**src/rtl/dma_tg_pkg.sv**
```systemverilog
// Package: shared encodings for the DMA channel request and trigger gate.
// Assumes: the polarity and mode codes are 2-bit configuration fields.
package dma_tg_pkg;

    typedef enum logic [1:0] {
        TPOL_MASK  = 2'd0,
        TPOL_RISE  = 2'd1,
        TPOL_FALL  = 2'd2,
        TPOL_MASK2 = 2'd3
    } trig_pol_e;

    typedef enum logic [1:0] {
        TMODE_BLOCK     = 2'd0,
        TMODE_BLOCK_ALT = 2'd1,
        TMODE_LINK      = 2'd2,
        TMODE_BURST     = 2'd3
    } trig_mode_e;

endpackage

```
**src/rtl/dma_tg_edge.sv**
```systemverilog
// Module: trigger line selection, synchroniser and polarity edge detector.
// Assumes: trig_i is asynchronous; SYNC_STAGES >= 2. Produces a one-cycle
// hit_o for each qualifying edge of the selected line.
module dma_tg_edge
    import dma_tg_pkg::*;
#(
    parameter int TRIG_SEL_W  = 6,
    parameter int SYNC_STAGES = 2,
    localparam int NUM_TRIG   = 1 << TRIG_SEL_W
) (
    input  logic                  clk,
    input  logic                  rst_n,
    input  logic [NUM_TRIG-1:0]   trig_i,
    input  logic [TRIG_SEL_W-1:0] sel_i,
    input  logic [1:0]            pol_i,
    output logic                  hit_o
);

    logic             raw_sel;
    logic [SYNC_STAGES-1:0] sync_q;
    logic             prev_q;
    logic             cur;
    trig_pol_e        pol;

    // Pick the configured trigger line.
    assign raw_sel = trig_i[sel_i];

    // Synchroniser chain: stage 0 samples the raw line.
    always_ff @(posedge clk) begin
        if (!rst_n) sync_q[0] <= 1'b0;
        else        sync_q[0] <= raw_sel;
    end

    for (genvar s = 1; s < SYNC_STAGES; s++) begin : g_sync
        // Each later stage retimes the previous one.
        always_ff @(posedge clk) begin
            if (!rst_n) sync_q[s] <= 1'b0;
            else        sync_q[s] <= sync_q[s-1];
        end
    end

    assign cur = sync_q[SYNC_STAGES-1];

    // Remember the last synchronised level for edge detection.
    always_ff @(posedge clk) begin
        if (!rst_n) prev_q <= 1'b0;
        else        prev_q <= cur;
    end

    // Qualify the edge with the polarity code; codes 0 and 3 mask.
    always_comb begin
        pol = trig_pol_e'(pol_i);
        unique case (pol)
            TPOL_RISE: hit_o = cur & ~prev_q;
            TPOL_FALL: hit_o = ~cur & prev_q;
            default:   hit_o = 1'b0;
        endcase
    end

endmodule

```
**src/rtl/dma_tg_req.sv**
```systemverilog
// Module: request source selection and port routing.
// Assumes: hw_req_i is synchronous to the channel clock. Link fetches
// need no peripheral request and always use the read port.
module dma_tg_req #(
    parameter int REQ_SEL_W = 8,
    localparam int NUM_REQ  = 1 << REQ_SEL_W
) (
    input  logic [NUM_REQ-1:0]   hw_req_i,
    input  logic [REQ_SEL_W-1:0] sel_i,
    input  logic                 sw_req_i,
    input  logic                 dst_req_i,
    input  logic                 link_i,
    output logic                 req_ok_o,
    output logic                 to_wr_o
);

    // Decide whether a request is present and which port it paces.
    always_comb begin
        if (link_i) begin
            req_ok_o = 1'b1;
            to_wr_o  = 1'b0;
        end else if (sw_req_i) begin
            req_ok_o = 1'b1;
            to_wr_o  = 1'b0;
        end else begin
            req_ok_o = hw_req_i[sel_i];
            to_wr_o  = dst_req_i;
        end
    end

endmodule

```
**src/rtl/dma_tg_hold.sv**
```systemverilog
// Module: single-slot pending hit store with sticky overrun.
// Assumes: hit_i and consume_i are one-cycle pulses in the clk domain.
module dma_tg_hold (
    input  logic clk,
    input  logic rst_n,
    input  logic hit_i,
    input  logic consume_i,
    output logic pend_o,
    output logic ovr_o
);

    logic pend_q;
    logic ovr_q;

    // Set on hit, clear on consume; a new hit in the consume cycle refills.
    always_ff @(posedge clk) begin
        if (!rst_n) pend_q <= 1'b0;
        else        pend_q <= (pend_q & ~consume_i) | hit_i;
    end

    // Record a hit that finds the slot full and not draining.
    always_ff @(posedge clk) begin
        if (!rst_n)                              ovr_q <= 1'b0;
        else if (hit_i && pend_q && !consume_i)  ovr_q <= 1'b1;
    end

    assign pend_o = pend_q;
    assign ovr_o  = ovr_q;

endmodule

```
**src/rtl/dma_trig_gate.sv**
```systemverilog
// Module: top of the DMA channel request and trigger gate.
// Assumes: the engine drives unit_first_i/link_fetch_i for the next unit
// and pulses burst_start_i for one cycle when that unit starts.
module dma_trig_gate
    import dma_tg_pkg::*;
#(
    parameter int REQ_SEL_W   = 8,
    parameter int TRIG_SEL_W  = 6,
    parameter int SYNC_STAGES = 2,
    localparam int NUM_REQ    = 1 << REQ_SEL_W,
    localparam int NUM_TRIG   = 1 << TRIG_SEL_W
) (
    input  logic                  clk,
    input  logic                  rst_n,
    input  logic [NUM_REQ-1:0]    hw_req_i,
    input  logic [NUM_TRIG-1:0]   trig_i,
    input  logic [REQ_SEL_W-1:0]  cfg_req_sel_i,
    input  logic                  cfg_sw_req_i,
    input  logic                  cfg_dst_req_i,
    input  logic [TRIG_SEL_W-1:0] cfg_trig_sel_i,
    input  logic [1:0]            cfg_trig_pol_i,
    input  logic [1:0]            cfg_trig_mode_i,
    input  logic                  unit_first_i,
    input  logic                  link_fetch_i,
    input  logic                  burst_start_i,
    output logic                  rd_go_o,
    output logic                  wr_go_o,
    output logic                  trig_pending_o,
    output logic                  overrun_o
);

    logic       hit_w;
    logic       pend_w;
    logic       ovr_w;
    logic       req_ok_w;
    logic       to_wr_w;
    logic       trig_on;
    logic       need_hit;
    logic       go_w;
    logic       consume_w;
    trig_mode_e mode;

    dma_tg_edge #(
        .TRIG_SEL_W (TRIG_SEL_W),
        .SYNC_STAGES(SYNC_STAGES)
    ) u_edge (
        .clk   (clk),
        .rst_n (rst_n),
        .trig_i(trig_i),
        .sel_i (cfg_trig_sel_i),
        .pol_i (cfg_trig_pol_i),
        .hit_o (hit_w)
    );

    dma_tg_req #(
        .REQ_SEL_W(REQ_SEL_W)
    ) u_req (
        .hw_req_i (hw_req_i),
        .sel_i    (cfg_req_sel_i),
        .sw_req_i (cfg_sw_req_i),
        .dst_req_i(cfg_dst_req_i),
        .link_i   (link_fetch_i),
        .req_ok_o (req_ok_w),
        .to_wr_o  (to_wr_w)
    );

    dma_tg_hold u_hold (
        .clk      (clk),
        .rst_n    (rst_n),
        .hit_i    (hit_w),
        .consume_i(consume_w),
        .pend_o   (pend_w),
        .ovr_o    (ovr_w)
    );

    // The trigger takes part only for the rising and falling codes.
    assign trig_on = (cfg_trig_pol_i == TPOL_RISE) || (cfg_trig_pol_i == TPOL_FALL);

    // Decide whether the next unit must wait for a hit under the current mode.
    always_comb begin
        mode = trig_mode_e'(cfg_trig_mode_i);
        unique case (mode)
            TMODE_BLOCK,
            TMODE_BLOCK_ALT: need_hit = unit_first_i & ~link_fetch_i;
            TMODE_LINK:      need_hit = link_fetch_i;
            default:         need_hit = ~link_fetch_i;
        endcase
        need_hit = need_hit & trig_on;
    end

    // Combine the request and trigger conditions and route to a port.
    assign go_w      = req_ok_w & (~need_hit | pend_w);
    assign rd_go_o   = go_w & ~to_wr_w;
    assign wr_go_o   = go_w & to_wr_w;
    assign consume_w = burst_start_i & go_w & need_hit;

    assign trig_pending_o = pend_w;
    assign overrun_o      = ovr_w;

endmodule

```
**config.mk**
```make
export PLATFORM = sky130hd
export DESIGN_NAME = dma_trig_gate
export DESIGN_NICKNAME = d
export VERILOG_FILES = /design/src/rtl/dma_tg_pkg.sv /design/src/rtl/dma_tg_edge.sv /design/src/rtl/dma_tg_req.sv /design/src/rtl/dma_tg_hold.sv /design/src/rtl/dma_trig_gate.sv
export SDC_FILE = /design/constraint.sdc
export NUM_CORES = 1
export LEC_CHECK = 0
export ABC_AREA = 0
export CORE_AREA = 2 2 136 138
export CTS_CLUSTER_DIAMETER = 50
export CTS_CLUSTER_SIZE = 12
export DETAILED_ROUTE_END_ITERATION = 8
export DIE_AREA = 0 0 138 140
export DONT_BUFFER_PORTS = 1
export GPL_ROUTABILITY_DRIVEN = 0
export SYNTH_ARGS = -nofsm -noshare
export SYNTH_HDL_FRONTEND = slang
export SYNTH_SLANG_ARGS = --single-unit
```
**constraint.sdc**
```tcl
create_clock -name clk -period 5.05 [get_ports clk]
set_input_delay 0.505 -clock clk [delete_from_list [all_inputs] [get_ports clk]]
set_output_delay 0.505 -clock clk [all_outputs]
set_load 0.005 [all_outputs]
```
==> results <==
- The run finished with clean final reports.
- The quantity of hold-fixing buffers added after cts is 0.
- For this run, the leading register cell type out of synthesis is sky130_fd_sc_hd__dfxtp_1.
- The max-capacitance violation count is 0.
- The floorplan die width is between 100 and 150 µm.
- The post-synthesis average cell area is about 12 µm².
- After synthesis the cells add up to 0.00296 mm².
- The compound-gate portion of the synthesized area is approximately a tenth.
- STA classifies the critical path endpoint as a primary output.
- The endpoint arrival time on the critical path is about 2.5 ns.
- The number of violations reported at the end of detailed-routing iteration 0 is around 260.
- The net total in the final layout is between 500 and 600.
- The worst IR drop on VDD is 0.183 mV.
- The synthesized net count is roughly 600.
- Leaving out fill and tap cells, the most frequent cell in the layout is sky130_fd_sc_hd__mux4_2.
- The share of final-layout standard cells stronger than drive strength 1 is 42.3%.
- For this design the static power due to leakage is around 0.91 nW.
- The number of core rows is about 50.
- The clock latency at the later pin of the worst-skew pair is around 0.23 ns.
- The length of the first detailed-routing pass in iterations is 4.
- After synthesis, the share of flip-flops with an asynchronous set or reset is 0%.
- In the synthesized netlist, mux cells make up a little over two thirds of the area.
- The areal power density over the cells is about 120 mW/mm².
- The number of warnings printed during yosys synthesis is 0.
- In this run the vertical extent of the chip is about 140 µm.
- The first global-routing pass estimated 20400 µm of wire.
- The root buffer cell chosen for the clock tree is sky130_fd_sc_hd__clkbuf_16.
- The share of the Yosys chip area taken by registers is 3.38%.
- The period utilization is about three fifths.
- The setup-violating endpoint count in the final report is 0.
- The total core area is 0.0178 mm².
- The number of antenna-violating nets in the routed design is 0.
- Summed over all failing endpoints, the final setup total negative slack is 0 ns.
- Measured against its own limit, the worst slew margin works out to 52.7%.
- The routed wirelength normalized by instance count is around 33 µm.
- The worst setup path is of the input port to primary output kind.
- The cell family contributing the most delay on the critical path is compound AO/OA/AOI/OAI gates.
- Data on the critical path is required at its endpoint by around 4.6 ns.
- The detailed placer's ending HPWL is 13000 µm.
- At the pin with the least slew margin, the transition time is about 0.70 ns.
- The number of buffer and inverter instances along the worst setup path is 0.
- The count of buffers inserted at the top-level ports is 0.
- The clock transition time at the flip-flop clock pins of the worst setup and hold paths is ~0.03 ns.
- The final route contains 2615 vias.
- The number of enable flip-flop cells after synthesis is 0.
- On the worst path, the slowest cell contributes a delay of between 0.5 and 0.6 ns.
- The initial core utilization is 16.7%.
- The synthesized netlist contains 36 unique library cells.
- For this run, design rule violations remaining after detail routing come to 0.
- Entering global routing, the biggest net connects 60 pins.
- The type of origin of the critical path is an input port.
- The total count of hold-check failures in the final report is 0.
- In the layout the commonest cells are 85 x sky130_fd_sc_hd__mux4_2, 12 x sky130_fd_sc_hd__mux2i_1, 11 x sky130_fd_sc_hd__nor2_1.
- Clock tree synthesis inserted a total of 3 buffers.
- The combinational family with the most area after synthesis is multiplexers.
- The post-CTS setup repair buffer count is 0.
- The post-detailed-routing wire length is between 10000 and 15000 µm.
- The number of flip-flops and latches in the synthesized netlist is 5.
- The post-detailed-route via-to-cell ratio is between 5 and 6.
- The worst hold path belongs to the class input port to flip-flop.
- TritonCTS built the clock tree.
- The area share of xor/xnor cells in the synthesized design is 0%.
- After clock tree synthesis, the repair step resized 0 gates.
- The number of buffers between clock root and the deepest sink is 2.
- Between clock sinks in the finished design, the worst skew comes to about 0.0019 ns.
- The fraction of the mapped netlist area in simple logic gates is 10.2%.
- The tree built by TritonCTS fans out to 5 sinks.
- CTS built an H-tree with a depth of 1.
- The leftover overflow at the end of global routing is 0.
- For this run, the total global-route usage over all layers was measured as 14.3%.
- The total power is about 0.38 mW.
- The setup check on the worst reg-to-reg path leaves a slack of 3.89 ns.
- The critical path goes through mux4_2 > a311oi_1 > a31oi_1 > a21boi_0 > o31a_1 > nor3_1.
- The die footprint is 0.0193 mm².
- Synthesis produced a netlist whose cell count is 239.
- Compared with the post-synthesis result, the final layout area differs by 7.05%.
- The maximum operating frequency is around 340 MHz.
- The total count of max-transition violations in the final report came to 0.
- The number of placed I/O pins is 349.
- The via count of the first global-routing pass is 2798.
- The initial antenna violation count is 5.
- Setup repair after global routing left no endpoint under its margin.
- The slowest stage of the critical path belongs to the cell sky130_fd_sc_hd__mux4_2.
- The number of inserted filler cells in the final layout is 1953.
- Of all nets on the critical path, the largest fanout is 59.
- After layout, the minimum clock period comes to ~3.0 ns.
- The share of synthesized cell area in full adder, half adder and majority cells is less than 1%.
[worst reg2reg max path, cell delays in order, from the launching register on]
cell,delay (ns)
sky130_fd_sc_hd__dfxtp_1,0.30
sky130_fd_sc_hd__nand3b_1,0.15
sky130_fd_sc_hd__a21oi_1,0.23
sky130_fd_sc_hd__nand3_1,0.13
sky130_fd_sc_hd__a21oi_1,0.13
sky130_fd_sc_hd__a21oi_1,0.06
sky130_fd_sc_hd__o21ai_1,0.09
[state kept, by name (all words and copies together), names as in the netlist]
| signal | cells |
|---|---|
| u_edge.cur | 1 |
| u_edge.prev_q | 1 |
| u_edge.sync_q | 1 |
| u_hold.ovr_o | 1 |
| u_hold.pend_o | 1 |
[through the flow]
stage	cell area [µm²]	instances	worst slack [ns]	utilization (%)	hold WS [ns]
after floorplan	2960	239	2.23	-	0.406
after global placement	3080	440	2.06	17.3	0.410
after detailed placement	3080	440	2.11	17.3	0.417
after CTS	3160	444	2.11	17.8	0.400
after global routing	3160	446	1.99	17.8	0.417
final	3170	450	2.07	17.8	0.401
[power by group]
group	total [mW]	internal, mW	switching (mW)
sequential	0.0430	0.0421	0.000929
combinational	0.204	0.141	0.0622
clock	0.130	0.105	0.0253
[area by class of cell]
cell class                      count  area (µm²)  area share, %
Tap cell                          229         287           9.03
Sequential cell                     5         100           3.15
Multi-Input combinational cell    202        2680           84.4
Antenna cell                        6        15.0          0.473
Clock buffer                        4        78.8           2.48
Inverter                            4        15.0          0.473
[synth_stat cells (all sizes together) (3+ instances only)]
library cell	instances	share of area, %
a21oi	7	1.2
nor2	11	1.4
mux4	85	65
a31oi	5	1.1
nor2b	7	1.5
mux2	3	1.1
nand2	10	1.3
nor3	3	0.51
o21ai	10	1.7
nand3	7	1.2
dfxtp	5	3.4
nand3b	5	1.3
buf	19	4.6
a22oi	7	1.8
inv	4	0.51
clkbuf	9	1.1
and2	4	0.84
mux2i	12	4.1
[worst paths after layout]
path / startpoint / endpoint / cells after the start
worst min-delay path: rst_n / u_edge.sync_q[0]$_SDFF_PN0_ / 1
worst max register to register: u_edge.prev_q$_SDFF_PN0_ / u_hold.ovr_o$_SDFFE_PN0P_ / 6
worst max-delay path: cfg_req_sel_i[0] / wr_go_o / 6
worst min register to register: u_edge.sync_q[0]$_SDFF_PN0_ / u_edge.cur$_SDFF_PN0_ / 1
[cells by family (layout without fill, tap and decap cells)]
logic type,count (synthesis),count (layout)
multiplexers,100,100
AND/OR/NAND/NOR,57,57
other,0,6
buffers and inverters,32,8
adder cells (fa/ha/maj),2,2
AO/OA/AOI/OAI,43,43
flip-flops,5,5
[routing by layer]
metal | track usage (%) | wire length [µm] | vias up
met2 | 23.3 | 7240 | 271
met3 | 4.82 | 1620 | 16
met5 | 0 | 16 | -
li1 | - | - | 1019
met1 | 18.5 | 5730 | 1307
met4 | 2.74 | 176 | 2
(Power assumes the default switching activity.)
